**src/rtl/arb_sched_pkg.sv**
```systemverilog
package arb_sched_pkg;

   typedef enum logic [1:0] {
      TR_IDLE   = 2'b00,
      TR_BUSY   = 2'b01,
      TR_NONSEQ = 2'b10,
      TR_SEQ    = 2'b11
   } trans_e;

   typedef enum logic [2:0] {
      BU_SINGLE = 3'd0,
      BU_INCR   = 3'd1,
      BU_WRAP4  = 3'd2,
      BU_INCR4  = 3'd3,
      BU_WRAP8  = 3'd4,
      BU_INCR8  = 3'd5,
      BU_WRAP16 = 3'd6,
      BU_INCR16 = 3'd7
   } burst_e;

   typedef enum logic [1:0] {
      CA_IDLE_SINGLE = 2'd0,
      CA_BURST_END   = 2'd1,
      CA_INCR_SLICE  = 2'd2,
      CA_SLOT_CUT    = 2'd3
   } cause_e;

   localparam int unsigned SLICE_BITS = 7;

   // Beat count of a fixed-length burst; 0 for single or undefined length.
   function automatic logic [4:0] fixed_len(input logic [2:0] b);
      case (b)
         3'd2, 3'd3: fixed_len = 5'd4;
         3'd4, 3'd5: fixed_len = 5'd8;
         3'd6, 3'd7: fixed_len = 5'd16;
         default:    fixed_len = 5'd0;
      endcase
   endfunction

   // Low index bits that must be zero at a slice boundary.
   function automatic logic [SLICE_BITS-1:0] slice_mask(input logic [2:0] u);
      case (u)
         3'd2:    slice_mask = 7'h03;
         3'd3:    slice_mask = 7'h07;
         3'd4:    slice_mask = 7'h0f;
         3'd5:    slice_mask = 7'h1f;
         3'd6:    slice_mask = 7'h3f;
         3'd7:    slice_mask = 7'h7f;
         default: slice_mask = 7'h00;
      endcase
   endfunction

endpackage

```
**src/rtl/arb_beat_track.sv**
```systemverilog
module arb_beat_track #(
   parameter int unsigned BEAT_W = 8
) (
   input  logic              clk,
   input  logic              rst_n,
   input  logic              beat_i,
   input  logic              first_i,
   output logic [BEAT_W-1:0] idx_o
);

   logic [BEAT_W-1:0] cnt_q;

   assign idx_o = first_i ? BEAT_W'(1) : cnt_q + BEAT_W'(1);

   always_ff @(posedge clk or negedge rst_n) begin
      if (!rst_n) begin
         cnt_q <= '0;
      end else if (beat_i) begin
         cnt_q <= idx_o;
      end
   end

   // stalled or busy cycles leave the index untouched
   a_r7_index_frozen: assert property (@(posedge clk) disable iff (!rst_n)
      !beat_i |=> $stable(cnt_q));

   // a first beat always lands on index 1
   a_r7_restart_one: assert property (@(posedge clk) disable iff (!rst_n)
      (beat_i && first_i) |=> (cnt_q == BEAT_W'(1)));

endmodule

```
**src/rtl/arb_slot_timer.sv**
```systemverilog
module arb_slot_timer #(
   parameter int unsigned SLOT_W = 8
) (
   input  logic              clk,
   input  logic              rst_n,
   input  logic              load_i,
   input  logic [SLOT_W-1:0] limit_i,
   output logic              expired_o
);

   logic [SLOT_W-1:0] left_q;
   logic              armed_q;

   always_ff @(posedge clk or negedge rst_n) begin
      if (!rst_n) begin
         left_q  <= '0;
         armed_q <= 1'b0;
      end else if (load_i) begin
         left_q  <= limit_i;
         armed_q <= (limit_i != '0);
      end else if (left_q != '0) begin
         left_q  <= left_q - SLOT_W'(1);
      end
   end

   assign expired_o = armed_q && (left_q == '0);

   // a zero limit leaves the cut disarmed
   a_r9_zero_disarms: assert property (@(posedge clk) disable iff (!rst_n)
      (load_i && limit_i == '0) |=> !expired_o);

   // a fresh nonzero load is never already expired
   a_r8_reload_fresh: assert property (@(posedge clk) disable iff (!rst_n)
      (load_i && limit_i != '0) |=> !expired_o);

   // once expired, stays expired until a reload
   a_r8_sticky_expiry: assert property (@(posedge clk) disable iff (!rst_n)
      (expired_o && !load_i) |=> expired_o);

endmodule

```
**src/rtl/arb_point_decide.sv**
```systemverilog
module arb_point_decide
   import arb_sched_pkg::*;
#(
   parameter int unsigned BEAT_W = 8
) (
   input  logic [1:0]        htrans_i,
   input  logic [2:0]        hburst_i,
   input  logic              hready_i,
   input  logic [2:0]        ulbt_i,
   input  logic [BEAT_W-1:0] idx_i,
   input  logic              slot_exp_i,
   output logic              beat_o,
   output logic              first_o,
   output logic              event_o,
   output logic [1:0]        cause_o
);

   logic              is_idle;
   logic              is_single;
   logic              is_end;
   logic              is_slice;
   logic [4:0]        len;
   logic [SLICE_BITS-1:0] mask;

   assign beat_o  = hready_i && htrans_i[1];
   assign first_o = (htrans_i == TR_NONSEQ);
   assign len     = fixed_len(hburst_i);
   assign mask    = slice_mask(ulbt_i);

   assign is_idle   = hready_i && (htrans_i == TR_IDLE);
   assign is_single = beat_o && (hburst_i == BU_SINGLE);
   assign is_end    = beat_o && (len != 5'd0) && (idx_i == BEAT_W'(len));
   assign is_slice  = beat_o && (hburst_i == BU_INCR) && (ulbt_i != 3'd0)
                      && ((idx_i[SLICE_BITS-1:0] & mask) == '0);

   always_comb begin
      event_o = 1'b1;
      cause_o = CA_IDLE_SINGLE;
      if (is_idle || is_single) begin
         cause_o = CA_IDLE_SINGLE;
      end else if (is_end) begin
         cause_o = CA_BURST_END;
      end else if (is_slice) begin
         cause_o = CA_INCR_SLICE;
      end else if (beat_o && slot_exp_i) begin
         cause_o = CA_SLOT_CUT;
      end else begin
         event_o = 1'b0;
      end
   end

endmodule

```
**src/rtl/arb_point_sched.sv**
```systemverilog
module arb_point_sched
   import arb_sched_pkg::*;
#(
   parameter int unsigned SLOT_W  = 8,
   parameter int unsigned BEAT_W  = 8,
   parameter bit          SLOT_EN = 1'b1
) (
   input  logic              clk,
   input  logic              rst_n,
   input  logic [1:0]        htrans,
   input  logic [2:0]        hburst,
   input  logic              hready,
   input  logic [2:0]        ulbt,
   input  logic [SLOT_W-1:0] slot_limit,
   output logic              arb_now,
   output logic [1:0]        arb_cause
);

   localparam int unsigned MIN_BEAT_W = SLICE_BITS + 1;

   if (BEAT_W < MIN_BEAT_W) begin : g_bad_beat_w
      $error("BEAT_W must cover a 128-beat slice");
   end
   if (SLOT_W < 1 || SLOT_W > 16) begin : g_bad_slot_w
      $error("SLOT_W out of range");
   end

   logic              beat;
   logic              first;
   logic              ev;
   logic [1:0]        cause;
   logic [BEAT_W-1:0] idx;
   logic              slot_exp;

   arb_beat_track #(.BEAT_W(BEAT_W)) beat_i (
      .clk     (clk),
      .rst_n   (rst_n),
      .beat_i  (beat),
      .first_i (first),
      .idx_o   (idx)
   );

   if (SLOT_EN) begin : g_slot
      arb_slot_timer #(.SLOT_W(SLOT_W)) slot_i (
         .clk       (clk),
         .rst_n     (rst_n),
         .load_i    (ev),
         .limit_i   (slot_limit),
         .expired_o (slot_exp)
      );
   end else begin : g_no_slot
      assign slot_exp = 1'b0;
   end

   arb_point_decide #(.BEAT_W(BEAT_W)) decide_i (
      .htrans_i   (htrans),
      .hburst_i   (hburst),
      .hready_i   (hready),
      .ulbt_i     (ulbt),
      .idx_i      (idx),
      .slot_exp_i (slot_exp),
      .beat_o     (beat),
      .first_o    (first),
      .event_o    (ev),
      .cause_o    (cause)
   );

   always_ff @(posedge clk or negedge rst_n) begin
      if (!rst_n) begin
         arb_now   <= 1'b0;
         arb_cause <= 2'd0;
      end else begin
         arb_now   <= ev;
         arb_cause <= ev ? cause : 2'd0;
      end
   end

   // idle with ready is an arbitration point
   a_r2_idle_point: assert property (@(posedge clk) disable iff (!rst_n)
      (hready && htrans == TR_IDLE) |=> (arb_now && arb_cause == 2'd0));

   // accepted single transfer is an arbitration point
   a_r3_single_point: assert property (@(posedge clk) disable iff (!rst_n)
      (hready && htrans[1] && hburst == BU_SINGLE) |=> (arb_now && arb_cause == 2'd0));

   // wait states and busy cycles never hand over
   a_r7_stall_quiet: assert property (@(posedge clk) disable iff (!rst_n)
      (!hready || htrans == TR_BUSY) |=> !arb_now);

   // the code reads zero while the strobe is low
   a_r10_cause_quiet: assert property (@(posedge clk) disable iff (!rst_n)
      !arb_now |-> (arb_cause == 2'd0));

   // unlimited INCR continuation without slot expiry stays quiet
   a_r6_unlimited_quiet: assert property (@(posedge clk) disable iff (!rst_n)
      (hready && htrans == TR_SEQ && hburst == BU_INCR && ulbt == 3'd0 && !slot_exp)
      |=> !arb_now);

endmodule

```
**config.mk**
```make
export PLATFORM = sky130hd
export DESIGN_NAME = arb_point_sched
export DESIGN_NICKNAME = d
export VERILOG_FILES = /design/src/rtl/arb_sched_pkg.sv /design/src/rtl/arb_beat_track.sv /design/src/rtl/arb_slot_timer.sv /design/src/rtl/arb_point_decide.sv /design/src/rtl/arb_point_sched.sv
export SDC_FILE = /design/constraint.sdc
export NUM_CORES = 1
export LEC_CHECK = 0
export BUFFER_PORTS_ARGS = -buffer_cell sky130_fd_sc_hd__buf_2
export CORE_MARGIN = 1.5
export CORE_UTILIZATION = 56
export DETAILED_ROUTE_END_ITERATION = 6
export PLACE_DENSITY = 0.84
export SLEW_MARGIN = 5
export SYNTH_ARGS = -nofsm -noshare
export SYNTH_HDL_FRONTEND = slang
export SYNTH_SLANG_ARGS = --single-unit
```
**constraint.sdc**
```tcl
create_clock -name clk -period 3 [get_ports clk]
set_input_delay 0.15 -clock clk [delete_from_list [all_inputs] [get_ports clk]]
set_output_delay 0.15 -clock clk [all_outputs]
set_load 0.005 [all_outputs]
```
# Yosys cells after proc, flatten, opt, wreduce, memory -nomap -nowiden
# Cells that the tools add are included.
# W data, S select, Z words.
[classes]
reduce_logical = 23
muxes = 14
addsub = 2
eq_ne = 15
bitwise = 1
[op_table]
columns = ["operator", "n"]
rows = [
  ["$pmux W7 S6", 1],
  ["$eq A3 B3 Y1 const B", 8],
  ["$mux W8", 3],
  ["$reduce_bool A8 Y1", 2],
  ["$pmux W5 S3", 1],
  ["$eq A3 B2 Y1 const B", 4],
  ["$logic_and A1 B1 Y1", 10],
  ["$mux W2", 5],
  ["$add A8 B1 Y8 const B", 1],
  ["$eq A8 B5 Y1", 1],
  ["$logic_not A8 Y1", 1],
  ["$sub A8 B1 Y8 const B", 1],
  ["$and A7 B7 Y7", 1],
  ["$logic_not A7 Y1", 1],
  ["$reduce_or A2 Y1", 3],
  ["$reduce_bool A5 Y1", 1],
  ["$mux W1", 4],
  ["$eq A3 B1 Y1 const B", 1],
  ["$logic_not A3 Y1", 1],
  ["$reduce_bool A3 Y1", 1],
  ["$eq A2 B2 Y1 const B", 1],
  ["$logic_not A2 Y1", 1],
  ["$reduce_bool A2 Y1", 1],
  ["$logic_or A1 B1 Y1", 1],
]
[totals]
in_bits = 19
register_bits = 20
elab_cells = 60

# Longest topological paths before layout
[logic_depth]
word_depth = 9
depth_mapped = 9
depth_no_buf = 8

# Cells and area by module
# A second synthesis with hierarchy kept.
[unflattened]
cells_unflattened = 157
hier_area_um2 = 1397.6
[modules_own_cells]
columns = ["module", "area_each_um2", "n_inst", "cells_each"]
rows = [
  ["arb_slot_timer", 573.0, 1, 62],
  ["arb_beat_track", 534.3, 1, 59],
  ["arb_point_decide", 202.7, 1, 31],
  ["arb_point_sched", 87.6, 1, 5],
]

# Least setup slack after synthesis
# OpenSTA, ideal clock, no wires.
[synth_timing]
path_kind = "flip-flop to flip-flop"
start = "register beat_i.cnt_q[0]"
end = "register g_slot.slot_i.armed_q"
required_ps = 2875
setup_ps = 125
n_path_buf = 1
path_slack_ps = 587
path_stages_with_launch = 10
period_less_slack_ps = 2413
arrival_time_ps = 2287
path_cell_list = "dfrtp_1 -> ha_1 -> xor2_1 -> nor3b_1 -> a311o_1 -> a32oi_1 -> o31ai_2 -> nor3b_2 -> buf_6 -> mux2_4"
[synth_via]
elab_chain_len = 8
elab_cells_between_ends = 10
[synth_rtl]
columns = ["element", "line_no", "text"]
rows = [
  ["start, declared", "arb_beat_track.sv:11", "logic [BEAT_W-1:0] cnt_q;"],
  ["start signal, assigned", "arb_beat_track.sv:19", "cnt_q <= idx_o;"],
  ["$add A8 B1 Y8 *", "arb_beat_track.sv:13", "assign idx_o = first_i ? BEAT_W'(1) : cnt_q + BEAT_W'(1);"],
  ["$mux W8 *", "arb_beat_track.sv:13", ""],
  ["$and A7 B7 Y7", "arb_point_decide.sv:34", "&& ((idx_i[SLICE_BITS-1:0] & mask) == '0);"],
  ["$logic_not A7 Y1", "arb_point_decide.sv:34", ""],
  ["$logic_and A1 B1 Y1", "arb_point_decide.sv:34", ""],
  ["$mux W1", "arb_point_decide.sv:43", "end else if (is_slice) begin"],
  ["$mux W1 *", "arb_point_decide.sv:41", "end else if (is_end) begin"],
  ["$mux W1 *", "arb_point_decide.sv:39", "if (is_idle || is_single) begin"],
  ["end signal, assigned", "arb_slot_timer.sv:20", "armed_q <= (limit_i != '0);"],
  ["end, declared", "arb_slot_timer.sv:12", "logic armed_q;"],
]
# Every way passes the cells marked *; elsewhere a longest branch is shown, timed or not.
# A chain may end at the register's enable or synchronous reset.

# Final worst setup path
[layout_timing]
start = "register beat_i.cnt_q[0]"
end = "register g_slot.slot_i.left_q[2]"
[layout_via]
elab_chain_len = 9
elab_cells_between_ends = 12
[layout_rtl]
columns = ["element", "line_no", "text"]
rows = [
  ["$add A8 B1 Y8 *", "arb_beat_track.sv:13", ""],
  ["$mux W8 *", "arb_beat_track.sv:13", ""],
  ["$and A7 B7 Y7", "arb_point_decide.sv:34", ""],
  ["$logic_not A7 Y1", "arb_point_decide.sv:34", ""],
  ["$logic_and A1 B1 Y1", "arb_point_decide.sv:34", ""],
  ["$mux W1", "arb_point_decide.sv:43", ""],
  ["$mux W1 *", "arb_point_decide.sv:41", ""],
  ["$mux W1 *", "arb_point_decide.sv:39", ""],
  ["$mux W8 or $reduce_bool A2 Y1 (tied branches)", "n/a", ""],
  ["end signal, assigned", "arb_slot_timer.sv:19", "left_q <= limit_i;"],
  ["end signal, assigned", "arb_slot_timer.sv:22", "left_q <= left_q - SLOT_W'(1);"],
  ["end, declared", "arb_slot_timer.sv:11", "logic [SLOT_W-1:0] left_q;"],
]
# Marks and branches as above.

==> qor.csv <==
stage,metric,value,unit
route,wl_per_cell,15.1,um
yosys,synth_area_leaders,"dfrtp_1 (36%), mux2_4 (9.6%), nand2_1 (6.7%)",
global_route,grt_pass1_wl,5250,um
yosys,synthesis.area,1410,um2
status,status,finished clean,
clock_network,clock_latency,0.30,ns
cells_and_area,antenna_cells,0,
worst_setup_path,reg2reg_to,g_slot.slot_i.left_q[2],
global_route,globalRouteOverflowTotal,0,
route,drtIter0Drc,41,
timing,layout_min_cycle_time,2.65,ns
clock_network,post_cts_buffers,0,
timing,final-hold-violation-count,0,
power,switching_share,35.7,%
yosys,synthCells,151,
worst_setup_path,arrival,2.84,ns
route,vias,1225,
worst_setup_path,worst_r2r_path_depth,9,
clock_network,clock-sinks,20,
route,first_pass_iters,4,
global_route,grt_use_total,25.3,%
route,drtAntennaViolNets,0,
timing,setup_viol,0,
floorplan,ios,22,
worst_setup_path,crit_type,reg -> reg,
yosys,synthDistinctLibCells,42,
hold_path,hp-class,in -> reg,
hold_path,worstHoldPathCells,2,
timing,whs,0.0882,ns
flow_run,drv_cap,0,
yosys,yosysTopAreaCell,dfrtp_1,
timing,setup_tns,0,ns
timing,max_freq,377,MHz
cells_and_area,final_nets,196,
route,drcViolationCount,0,
yosys,synth_nets,172,
yosys,synth.top_cell.area_share,35.6,%
yosys,async_reset_ff_share,100,%
timing,drv_slew,0,
worst_setup_path,critical_path_required,3.19,ns
worst_setup_path,r2r_slack,0.35,ns
yosys,syn_area_per_cell,9.31,um2
floorplan,initial_core_util,61.2,%
global_route,grt_max_degree,21,
cells_and_area,synthToLayoutAreaGrowth,11.7,%
route,viasPerCell,6.06,
placement,port_buffers,21,
clock_network,clockRootBuffer,clkbuf_4,
global_route,first_global_vias,1164,
worst_setup_path,critPathLaunchType,flop,
clock_network,clk_path_buf_depth,2,
yosys,synth_edf_count,0,
worst_setup_path,crit_path_end_kind,flop,
floorplan,die_area,2820,um2
floorplan,row_count,17,
yosys,ys.flop_type,dfrtp_1,
clock_network,cts.clk_slew.worst_paths,0.12,ns
power,peakVddDrop,0.543,mV
yosys,yosysMostFrequentCell,nand2_1,
clock_network,cts_tree,built,
yosys,ys_warn_count,0,
cells_and_area,stdcell_count,202,
placement,place_hpwl,2450,um
clock_network,cts_resized,0,
floorplan,die_h,53.1,um
clock_network,cts_buffers,3,
timing,slew_headroom,69.9,%
power,powerDensity,631,nW/um2
floorplan,fp.coreArea,2300,um2
floorplan,fp.dieW,53.1,um
power,leakage,0.711,nW
timing,fin_skew,0.00454,ns
yosys,ys_seq_area_share,35.6,%
placement,gp_congestion,0.881,
yosys,synth_commonest_cells,"nand2_1 (25), dfrtp_1 (20), o21ai_0 (12)",
power,p_clk_share,15.9,%
route,drt_wl_total,3050,um
power,p_comb_share,40.4,%
hold_path,hold_start,slot_limit[0],
power,seqPwrFrac,43.7,%
power,internal-power,0.638,mW
power,power.switching,0.354,mW
worst_setup_path,worstReg2RegStart,beat_i.cnt_q[0],
power,power.total,0.992,mW
cells_and_area,drive_gt1_share,25.3,%
global_route,antenna_found_initial,0,
worst_setup_path,cp_max_fo,10,
timing,rsz0062_at_grt,no,
clock_network,cts_max_level,1,
cells_and_area,num-fill-cells,192,
timing,fin_crit_sh,88.3,%
yosys,ys_ff_latch,20,
timing,tightest_slew,0.451,ns
hold_path,hold_end,g_slot.slot_i.left_q[0],
placement,dp_cells,197,
final cells by class:
class / count / area [um2] / share of cell area (%)
Clock buffer: 4 / 36.3 / 2.31
Inverter: 4 / 15.0 / 0.955
Sequential cell: 20 / 500 / 31.8
Timing Repair Buffer: 24 / 130 / 8.28
Multi-Input combinational cell: 122 / 855 / 54.4
Tap cell: 28 / 35.0 / 2.23
power by group through the flow:
stage                     clock network, mW  logic (mW)  registers [mW]
after floorplan                           0       0.324           0.413
after global placement                    0       0.372           0.426
after detailed placement                  0       0.397           0.439
after CTS                             0.157       0.401           0.434
after global routing                  0.168       0.447           0.444
final                                 0.157       0.401           0.434
cell usage in the layout (no fill, tap or decap), types with 3 or more instances in the layout:
master / instances
clkbuf_4: 3
inv_1: 4
xnor2_1: 6
xor2_1: 4
o21ai_0: 12
nor2_1: 11
dfrtp_1: 20
nor3b_1: 4
nand3_1: 10
nor3_1: 5
buf_2: 21
nand2_1: 25
mux2_4: 9
per-stage QoR:
stage	util, %	instance area, um2	worst slack (ns)
floorplan	-	1410	0.587
global placement	66.4	1530	0.500
finish	68.4	1570	0.351
detailed placement	66.4	1530	0.390
CTS	68.4	1570	0.378
global route	68.4	1570	0.226
registers in the layout, indices dropped and copies added (netlist names):
| name | flops |
|---|---|
| beat_i.cnt_q | 8 |
| g_slot.slot_i.left_q | 8 |
| arb_cause | 2 |
| arb_now | 1 |
| g_slot.slot_i.armed_q | 1 |
per-layer routing:
layer / part of all wire, % / GRT usage, %
met5: 0 / 0
met3: 6.6 / 5.37
met2: 48 / 40.8
met1: 45 / 34.4
met4: 1.2 / 6.41
logic make-up (layout without fill, tap and decap cells):
logic type	after synthesis	count (layout)	share of synthesized area [%]
xor+xnor	10	10	6.23
compound gates	30	30	15.9
fa+ha+maj	2	2	1.78
buf+inv	9	32	3.65
flops	20	20	35.6
simple gates	71	71	27.2
mux	9	9	9.61
critical path, stage by stage, from the launching register on:
cell and delay (ns):
dfrtp_1 0.45, ha_1 0.28, xor2_1 0.19, nor3b_1 0.16, a311o_1 0.32, a32oi_1 0.27
o31ai_2 0.11, nor3b_2 0.18, buf_4 0.24, mux2_4 0.32
timing repair:
action                                 4_1_cts  5_1_grt
endpoints found under the hold margin       20        0
hold buffers                                 1        0
setup endpoints to repair                    0        0
worst max-delay path by stage:
stage,from,endpoint,cells after the start,slack [ns]
finish,beat_i.cnt_q[0],g_slot.slot_i.left_q[2],9,0.35
global route,beat_i.cnt_q[0],g_slot.slot_i.left_q[2],9,0.23
CTS,beat_i.cnt_q[0],g_slot.slot_i.left_q[2],9,0.38
detailed placement,beat_i.cnt_q[0],g_slot.slot_i.left_q[2],9,0.39
global placement,beat_i.cnt_q[0],g_slot.slot_i.left_q[2],9,0.50
floorplan,beat_i.cnt_q[0],g_slot.slot_i.armed_q,9,0.59
No activity file was read; power rests on OpenSTA's default activity.
